<file path="src/rtl/regfile_pkg.sv">
package regfile_pkg;
  // Status register bit positions that the access decode depends on
  localparam int MODE_BIT = 30;
  localparam int BANK_BIT = 29;

  typedef enum logic [2:0] {
    SEL_SR   = 3'd0,
    SEL_GBR  = 3'd1,
    SEL_SSR  = 3'd2,
    SEL_SPC  = 3'd3,
    SEL_VBR  = 3'd4,
    SEL_MACH = 3'd5,
    SEL_MACL = 3'd6,
    SEL_PR   = 3'd7
  } sys_sel_e;

  // Strobes from control to datapath
  typedef struct packed {
    logic bankHi;   // low registers use the second copy
    logic gprWe;    // general write this cycle
    logic sysWe;    // permitted system/control write
    logic sysRdOk;  // permitted system/control read
    logic fault;    // refused access this cycle
  } rf_strobe_t;
endpackage

</file>
<file path="src/rtl/regfile_ctrl.sv">
module regfile_ctrl
  import regfile_pkg::*;
(
  input  logic       clk,
  input  logic       rst,
  input  logic       modeBit,
  input  logic       bankBit,
  input  logic       wrEn,
  input  logic       sysEn,
  input  logic       sysWr,
  input  logic [2:0] sysSel,
  output rf_strobe_t strobe,
  output logic       privFault
);
  logic guardedSel;
  logic blocked;

  always_comb begin
    guardedSel = (sysSel == SEL_SR) || (sysSel == SEL_SSR) ||
                 (sysSel == SEL_SPC) || (sysSel == SEL_VBR);
    blocked    = !modeBit && guardedSel;

    strobe.bankHi  = modeBit && bankBit;
    strobe.gprWe   = wrEn;
    strobe.sysWe   = sysEn && sysWr && !blocked;
    strobe.sysRdOk = sysEn && !blocked;
    strobe.fault   = sysEn && blocked;
  end

  always_ff @(posedge clk) begin
    if (rst) privFault <= 1'b0;
    else     privFault <= strobe.fault;
  end

  // a violation pulse always traces back to a user access of a guarded selector
  p_fault_source_r6: assert property (@(posedge clk) disable iff (rst)
    privFault |-> $past(sysEn && !modeBit && sysSel != SEL_GBR && sysSel < SEL_MACH));

  // system registers never raise a violation
  p_sys_free_r4: assert property (@(posedge clk) disable iff (rst)
    (sysEn && sysSel >= SEL_MACH) |=> !privFault);
endmodule

</file>
<file path="src/rtl/regfile_dp.sv">
module regfile_dp
  import regfile_pkg::*;
#(
  parameter int DATA_W = 32,
  parameter int NUM_BANKED = 8,
  localparam int NUM_GPR = 2 * NUM_BANKED,
  localparam int GA = $clog2(NUM_GPR),
  localparam int LA = $clog2(NUM_BANKED)
) (
  input  logic              clk,
  input  logic              rst,
  input  rf_strobe_t        strobe,
  input  logic [GA-1:0]     rdAddrA,
  input  logic [GA-1:0]     rdAddrB,
  input  logic [GA-1:0]     wrAddr,
  input  logic [DATA_W-1:0] wrData,
  input  logic [2:0]        sysSel,
  input  logic [DATA_W-1:0] sysWrData,
  input  logic              pcWr,
  input  logic [DATA_W-1:0] pcWrData,
  output logic [DATA_W-1:0] rdDataA,
  output logic [DATA_W-1:0] rdDataB,
  output logic [DATA_W-1:0] sysRdData,
  output logic [DATA_W-1:0] pcOut,
  output logic              srMode,
  output logic              srBank
);
  localparam logic [DATA_W-1:0] SR_RESET =
    (DATA_W'(1) << MODE_BIT) | (DATA_W'(1) << BANK_BIT);

  logic [DATA_W-1:0] bank0Arr [NUM_BANKED];
  logic [DATA_W-1:0] bank1Arr [NUM_BANKED];
  logic [DATA_W-1:0] upperArr [NUM_BANKED];
  logic [DATA_W-1:0] sysQ     [8];
  logic [DATA_W-1:0] pcQ;

  // One slice per low register number: two banked copies plus the shared upper partner
  for (genvar g = 0; g < NUM_BANKED; g++) begin : g_slot
    logic [DATA_W-1:0] b0q, b1q, upq;
    logic hitLow, hitUp;
    assign hitLow = strobe.gprWe && !wrAddr[LA] && (wrAddr[LA-1:0] == LA'(g));
    assign hitUp  = strobe.gprWe &&  wrAddr[LA] && (wrAddr[LA-1:0] == LA'(g));
    always_ff @(posedge clk) begin
      if (rst) begin
        b0q <= '0;
        b1q <= '0;
        upq <= '0;
      end else begin
        if (hitLow && !strobe.bankHi) b0q <= wrData;
        if (hitLow &&  strobe.bankHi) b1q <= wrData;
        if (hitUp)                    upq <= wrData;
      end
    end
    assign bank0Arr[g] = b0q;
    assign bank1Arr[g] = b1q;
    assign upperArr[g] = upq;
  end

  function automatic logic [DATA_W-1:0] readGpr(input logic [GA-1:0] a);
    if (strobe.gprWe && wrAddr == a) return wrData;
    if (a[LA])                       return upperArr[a[LA-1:0]];
    if (strobe.bankHi)               return bank1Arr[a[LA-1:0]];
    return bank0Arr[a[LA-1:0]];
  endfunction

  assign rdDataA = readGpr(rdAddrA);
  assign rdDataB = readGpr(rdAddrB);

  always_ff @(posedge clk) begin
    if (rst) begin
      for (int i = 0; i < 8; i++) sysQ[i] <= (i == 0) ? SR_RESET : '0;
      pcQ <= '0;
    end else begin
      if (strobe.sysWe) sysQ[sysSel] <= sysWrData;
      if (pcWr)         pcQ <= pcWrData;
    end
  end

  assign sysRdData = strobe.sysRdOk ? sysQ[sysSel] : '0;
  assign pcOut     = pcQ + DATA_W'(4);
  assign srMode    = sysQ[SEL_SR][MODE_BIT];
  assign srBank    = sysQ[SEL_SR][BANK_BIT];

  // user mode can never write its way back to privileged mode
  p_user_sticky_r6: assert property (@(posedge clk) disable iff (rst)
    !srMode |=> !srMode);

  // a loaded address appears plus four on the next cycle
  p_pc_step_r7: assert property (@(posedge clk) disable iff (rst)
    pcWr |=> pcOut == $past(pcWrData) + DATA_W'(4));

  // a written register reads back next cycle when the bank and address are unchanged
  p_write_lands_r1: assert property (@(posedge clk) disable iff (rst)
    strobe.gprWe |=> (!(rdAddrA == $past(wrAddr) && strobe.bankHi == $past(strobe.bankHi) &&
                        !(strobe.gprWe && wrAddr == rdAddrA)) || rdDataA == $past(wrData)));
endmodule

</file>
<file path="src/rtl/bank_regfile.sv">
module bank_regfile
  import regfile_pkg::*;
#(
  parameter int DATA_W = 32,
  parameter int NUM_BANKED = 8,
  localparam int GA = $clog2(2 * NUM_BANKED)
) (
  input  logic              clk,
  input  logic              rst,
  input  logic [GA-1:0]     rdAddrA,
  output logic [DATA_W-1:0] rdDataA,
  input  logic [GA-1:0]     rdAddrB,
  output logic [DATA_W-1:0] rdDataB,
  input  logic              wrEn,
  input  logic [GA-1:0]     wrAddr,
  input  logic [DATA_W-1:0] wrData,
  input  logic              sysEn,
  input  logic              sysWr,
  input  logic [2:0]        sysSel,
  input  logic [DATA_W-1:0] sysWrData,
  output logic [DATA_W-1:0] sysRdData,
  input  logic              pcWr,
  input  logic [DATA_W-1:0] pcWrData,
  output logic [DATA_W-1:0] pcOut,
  output logic              privFault
);
  rf_strobe_t strobe;
  logic srMode, srBank;

  regfile_ctrl u_ctrl (
    .clk(clk), .rst(rst), .modeBit(srMode), .bankBit(srBank),
    .wrEn(wrEn), .sysEn(sysEn), .sysWr(sysWr), .sysSel(sysSel),
    .strobe(strobe), .privFault(privFault)
  );

  regfile_dp #(.DATA_W(DATA_W), .NUM_BANKED(NUM_BANKED)) u_dp (
    .clk(clk), .rst(rst), .strobe(strobe),
    .rdAddrA(rdAddrA), .rdAddrB(rdAddrB), .wrAddr(wrAddr), .wrData(wrData),
    .sysSel(sysSel), .sysWrData(sysWrData), .pcWr(pcWr), .pcWrData(pcWrData),
    .rdDataA(rdDataA), .rdDataB(rdDataB), .sysRdData(sysRdData), .pcOut(pcOut),
    .srMode(srMode), .srBank(srBank)
  );
endmodule

</file>
<file path="config.mk">
export PLATFORM = sky130hd
export DESIGN_NAME = bank_regfile
export DESIGN_NICKNAME = d
export VERILOG_FILES = /design/src/rtl/regfile_pkg.sv /design/src/rtl/regfile_ctrl.sv /design/src/rtl/regfile_dp.sv /design/src/rtl/bank_regfile.sv
export SDC_FILE = /design/constraint.sdc
export NUM_CORES = 2
export LEC_CHECK = 0
export BUFFER_PORTS_ARGS = -buffer_cell sky130_fd_sc_hd__buf_4
export CAP_MARGIN = 20
export CELL_PAD_IN_SITES_DETAIL_PLACEMENT = 0
export CELL_PAD_IN_SITES_GLOBAL_PLACEMENT = 1
export CORE_MARGIN = 4
export CORE_UTILIZATION = 52
export DETAILED_ROUTE_END_ITERATION = 16
export GPL_ROUTABILITY_DRIVEN = 0
export PLACE_DENSITY_LB_ADDON = 0.2
export SYNTH_ARGS = -nofsm -noshare
export SYNTH_HDL_FRONTEND = slang
export SYNTH_SLANG_ARGS = --single-unit
</file>
<file path="constraint.sdc">
create_clock -name clk -period 4.5 [get_ports clk]
set_clock_uncertainty 0.1 [all_clocks]
set_input_delay 0.225 -clock clk [delete_from_list [all_inputs] [get_ports clk]]
set_output_delay 0.225 -clock clk [all_outputs]
set_load 0.02 [all_outputs]
</file>
* Yosys cells after proc, flatten, opt, wreduce, memory -nomap -nowiden
Memory sizes are Yosys's and may differ from the RTL's. Cells that the tools add are included. W data, S select, Z words.
Operators by class: bitwise gates (word level) 2, eq/ne operators 12, mux-type cells 50, $add $sub $neg 1, reductions and logical operators 52, order comparisons 2
Operators by type and width (count):
- $mux W32 | 26
- $bmux W32 S3 | 6
- $logic_and A1 B1 Y1 | 42
- $add A32 B3 Y32 const B | 1
- $reduce_or A32 Y1 | 1
- $mux W1 | 17
- $eq A3 B3 Y1 const B | 5
- $eq A3 B2 Y1 const B | 4
- $eq A4 B4 Y1 | 2
- $ge A4 B4 Y1 const B | 2
- $not A3 Y4 | 2
- $logic_not A3 Y1 | 2
- $logic_not A1 Y1 | 4
- $eq A3 B1 Y1 const B | 1
- $logic_or A1 B1 Y1 | 3
- $mux W3 | 1
Storage, ports and cells: word-level logic and storage cells 146, bits in writable memories 256, memories kept 1, flip-flop bits (word level) 801, input port bits 117, output and inout port bits 129
Memories:
- u_dp.sysQ | depth 8, width 32, rd ports 2, clocked after memory_dff 0, wr ports 8, RTL line regfile_dp.sv:34 | logic [DATA_W-1:0] sysQ [8];

* Logic depth before layout (Yosys ltp)
depth in word-level cells 12, gate-level depth with buffers 8, gate-level depth less buffers 6

* Cells and area by module
Synthesis repeated with hierarchy kept, for this count alone.
Unflattened totals: cells, all modules 5534, area, all modules 52235.1 sq um
By module, submodules not included:
- regfile_dp | times used 1, cells an instance 5526, area an instance 52146.3 sq um, seq. area each 23702.7 sq um
- regfile_ctrl | times used 1, cells an instance 8, area an instance 88.8 sq um, seq. area each 20.0 sq um

* Worst setup path after synthesis
No wires, ideal clock.
path kind reg-to-output, start register u_dp.pcQ[2], end output pcOut[28], required time 4.175 ns, stages on the path, launching flop included 8, path buffers 1, path slack 2.206 ns, arrival time 1.969 ns, path through dfxtp_1 > ha_1 > inv_1 > or4_4 > buf_6 > nor3_4 > nand2_1 > xnor2_1
Between the ends: cells in the longest elaborated chain, start to end 1
Ends and longest elaborated chain:
- start: declaration | RTL line regfile_dp.sv:35 | logic [DATA_W-1:0] pcQ;
- start signal: assignment | RTL line regfile_dp.sv:75 | if (pcWr) pcQ <= pcWrData;
- $add A32 B3 Y32 | RTL line regfile_dp.sv:80 | assign pcOut = pcQ + DATA_W'(4);
- end: declaration | RTL line bank_regfile.sv:24 | output logic [DATA_W-1:0] pcOut,
No other way between the ends.

==> impl_metrics.toml <==
[floorplan]
core-area_um2 = 97300
die_h_um = 322
dieArea_um2 = 104000
fp-row-count = 114
pin_count = 246
die_w_um = 322
initial_core_util = 0.527

[yosys]
synthTopCellsByArea = "dfxtp_1 (31%), mux4_2 (17%), edfxtp_1 (15%)"
synth_most_common_cell = "nand2_1"
synth_fa_ha_area_frac = 0.000244
seq_area_frac_synth = 0.463
ys_types = 54
yosys_warnings = 0
synth_top_area_cell = "dfxtp_1"
yosys.area.top_type_share = 0.313
synth_simple_gate_area_frac = 0.175
async_reset_ff_frac = 0
synth_compound_area_frac = 0.132
synth-edff-count = 256
avgSynthCellArea_um2 = 9.62
synth_top_family_by_area = "multiplexers"
synthMuxAreaShare = 0.176
syn_nets = 5446
ys_seq_elements = 1057
netlist_area_um2 = 51200
ys_top_cells_by_count = "nand2_1 (1577), dfxtp_1 (801), a21oi_1 (768)"
syn_inst = 5328
synth_ff_type = "dfxtp_1"
synthXorXnorAreaFrac = 0.00615

[pwr]
switchingPower_mw = 5.35
intPower_mw = 16.1
peakVddDrop_uv = 364
combPwrFrac = 0.096
power_density_nw_per_um2 = 366
total_leakage_power_nw = 20.0
p_clk_frac = 0.439
p_sw_frac = 0.249
p_seq_frac = 0.466

[cts]
clock_latency_ps = 690
cts_buffer_depth = 3
root_buffer = "clkbuf_16"
clock-sinks = 1057
numCtsBuffers = 110
htree_levels = 3
cts.repair.resized = 0
cts_tree = "built"
clkTransAtPathRegs_ps = 60

[critical_path]
required_ps = 4180
reg2reg_slack_ps = 1270
crit_end = "rdDataB[3]"
cp.depth = 7
critPathTopFamily = "buffers and inverters"
cp.buffers_inverters = 2
crit_slowest_cell = "buf_4"
cp_max_fo = 28
rr_worst_depth = 7
worstSetupPathType = "reg2out"
cpPeakStageDelay_ps = 590
end_kind = "primary output"
cp-startpoint = "u_dp.sysQ[0][30]$_SDFFCE_PN1P_"
crit_chain = "and2_4, buf_4, mux4_2, o22ai_1, nor4_1, a21o_1, buf_4"
crit_top_cell = "buf_4"
cp-start-kind = "register"
cp.arrival_ps = 3760
r2r_start = "u_dp.sysQ[0][30]$_SDFFCE_PN1P_"
rr_endpoint = "u_dp.g_slot[0].b0q[24]$_SDFFE_PP0P_"

[finish]
nNetsFinal = 5493
syn2layout_area_growth_pct = 14.4
seq_area_um2 = 23700
drive_gt1_frac = 0.187
fin_cells = 6747
multi_input_area_um2 = 25300
n_fill_cell = 8212

[hold_path]
hold_class = "in2reg"
hold_depth = 3

[sta]
finalHoldViolCount = 0
fmax_ghz = 0.245
slew_violations = 0
max_slew_margin = 0.0763
worst_pin_slew_ps = 1390
setup_viol = 0
totalNegativeSetupSlack_ps = 0
rsz0062_at_grt = "false"
finalCritPeriodShare = 0.908
period_needed_ps = 4090

[placed_design]
portBuffers = 245
dp_hpwl_um = 109000
dp_cells = 6418

[job]
drv_cap = 0

[detailed_routing]
wl_per_cell_um = 27.6
via_count = 43300
top_layer_used = "met5"
wl_met2_um = 85700
vias_per_cell = 6.42
drt_pre_antenna_iters = 6
drt-total-wl_um = 186000
ant_nets = 0
initialDrtViolationCount = 5254
remaining_drc_errors = 0
wl_met1_um = 70900
met3_length_um = 20600

[grt]
grt_pass1_wl_um = 274000
grt_pass1_vias = 42100
antenna_found_initial = 13
grt_overflow = 0
grt_max_degree = 219
grt_usage = 0.353

[outcome]
status = "finished clean"
==> worst min path at each step <==
stage | end | startpoint
3_5_place_dp | u_dp.g_slot[3].b1q[23]$_SDFFE_PP0P_ | u_dp.g_slot[3].b1q[23]$_SDFFE_PP0P_
2_1_floorplan | u_dp.pcQ[0]$_SDFFE_PP0P_ | pcWrData[0]
6_report | u_dp.pcQ[11]$_SDFFE_PP0P_ | pcWr
4_1_cts | u_dp.pcQ[3]$_SDFFE_PP0P_ | pcWr
5_1_grt | u_dp.pcQ[3]$_SDFFE_PP0P_ | pcWr
3_3_place_gp | u_dp.g_slot[3].b1q[9]$_SDFFE_PP0P_ | u_dp.g_slot[3].b1q[9]$_SDFFE_PP0P_
==> power groups by stage <==
stage,Combinational [mW],Sequential [mW],Clock (mW)
floorplan,1.16,10.2,0
global placement,1.92,10.2,0
detailed placement,1.93,10.2,0
CTS,2.03,10.0,9.46
global route,2.15,10.0,9.86
finish,2.06,10.0,9.41
==> cell usage in the layout (no fill, tap or decap), drive strengths merged, types with 26 or more instances in the layout <==
cell type,netlist,final
clkinv,0,26
nor4,67,67
nor2,74,74
a221oi,26,26
a31oi,26,26
clkbuf,377,158
and2,256,256
nand2,1578,1578
buf,177,369
a22o,26,26
o22ai,186,186
a21oi,768,768
a21o,62,62
edfxtp,256,256
a22oi,76,76
dlygate4sd3,0,120
dfxtp,801,801
mux4,384,384
mux2i,32,32
==> worst reg2reg max path: cells and delay by family, from the launching register on <==
kind                   cells  cell delay [ps]
AOI/OAI and AO/OA          1              140
buffers and inverters      2              870
DFF                        1              520
and+or+nand+nor            4             1510
==> state kept, by name, indices dropped and copies added (netlist names) <==
signal,flops
u_dp.g_slot.upq,256
u_ctrl.privFault,1
u_dp.g_slot.b0q,256
u_dp.g_slot.b1q,256
u_dp.sysQ,256
u_dp.pcQ,32
==> per-layer routing <==
metal  vias to the layer above  global-route usage
met2                      2466               0.549
li1                      19000                   -
met1                     21400               0.469
met5                         -                   0
met3                       491              0.0838
met4                         4               0.165
==> per-stage QoR <==
stage | hold slack [ps] | util | setup slack (ps) | area, um2 | power, mW
after detailed placement | 356 | 0.552 | 1140 | 53700 | 12.1
after floorplan | 272 | - | 2210 | 51200 | 11.3
after global routing | 33.5 | 0.602 | 277 | 58600 | 22.0
after global placement | 348 | 0.551 | 1190 | 53600 | 12.1
final | 24.8 | 0.602 | 415 | 58600 | 21.5
after CTS | 0.0849 | 0.602 | 395 | 58600 | 21.5
==> cell families (layout without fill, tap and decap cells) <==
| family | Yosys count | in the layout |
|---|---|---|
| mux | 418 | 418 |
| other cells | 0 | 10 |
| buf+inv | 561 | 694 |
| simple gates | 2075 | 2075 |
| fa+ha+maj | 1 | 1 |
| flops | 1057 | 1057 |
| xor+xnor | 36 | 36 |
| compound gates | 1180 | 1180 |
==> repair_timing <==
item	CTS	global route
endpoints found under the hold margin	1057	0
endpoints found under the setup margin	0	0
hold buffers	120	0
buffers inserted	0	0
==> layout make-up <==
class | instances | share of cell area
Clock buffer | 158 | 0.0540
Sequential cell | 1057 | 0.405
Clock inverter | 40 | 0.00860
Antenna cell | 10 | 0.000427
Inverter | 7 | 0.000448
Tap cell | 1276 | 0.0272
Multi-Input combinational cell | 3710 | 0.432
Timing Repair Buffer | 489 | 0.0723
Note: power is estimated with default switching activity, not from simulation.
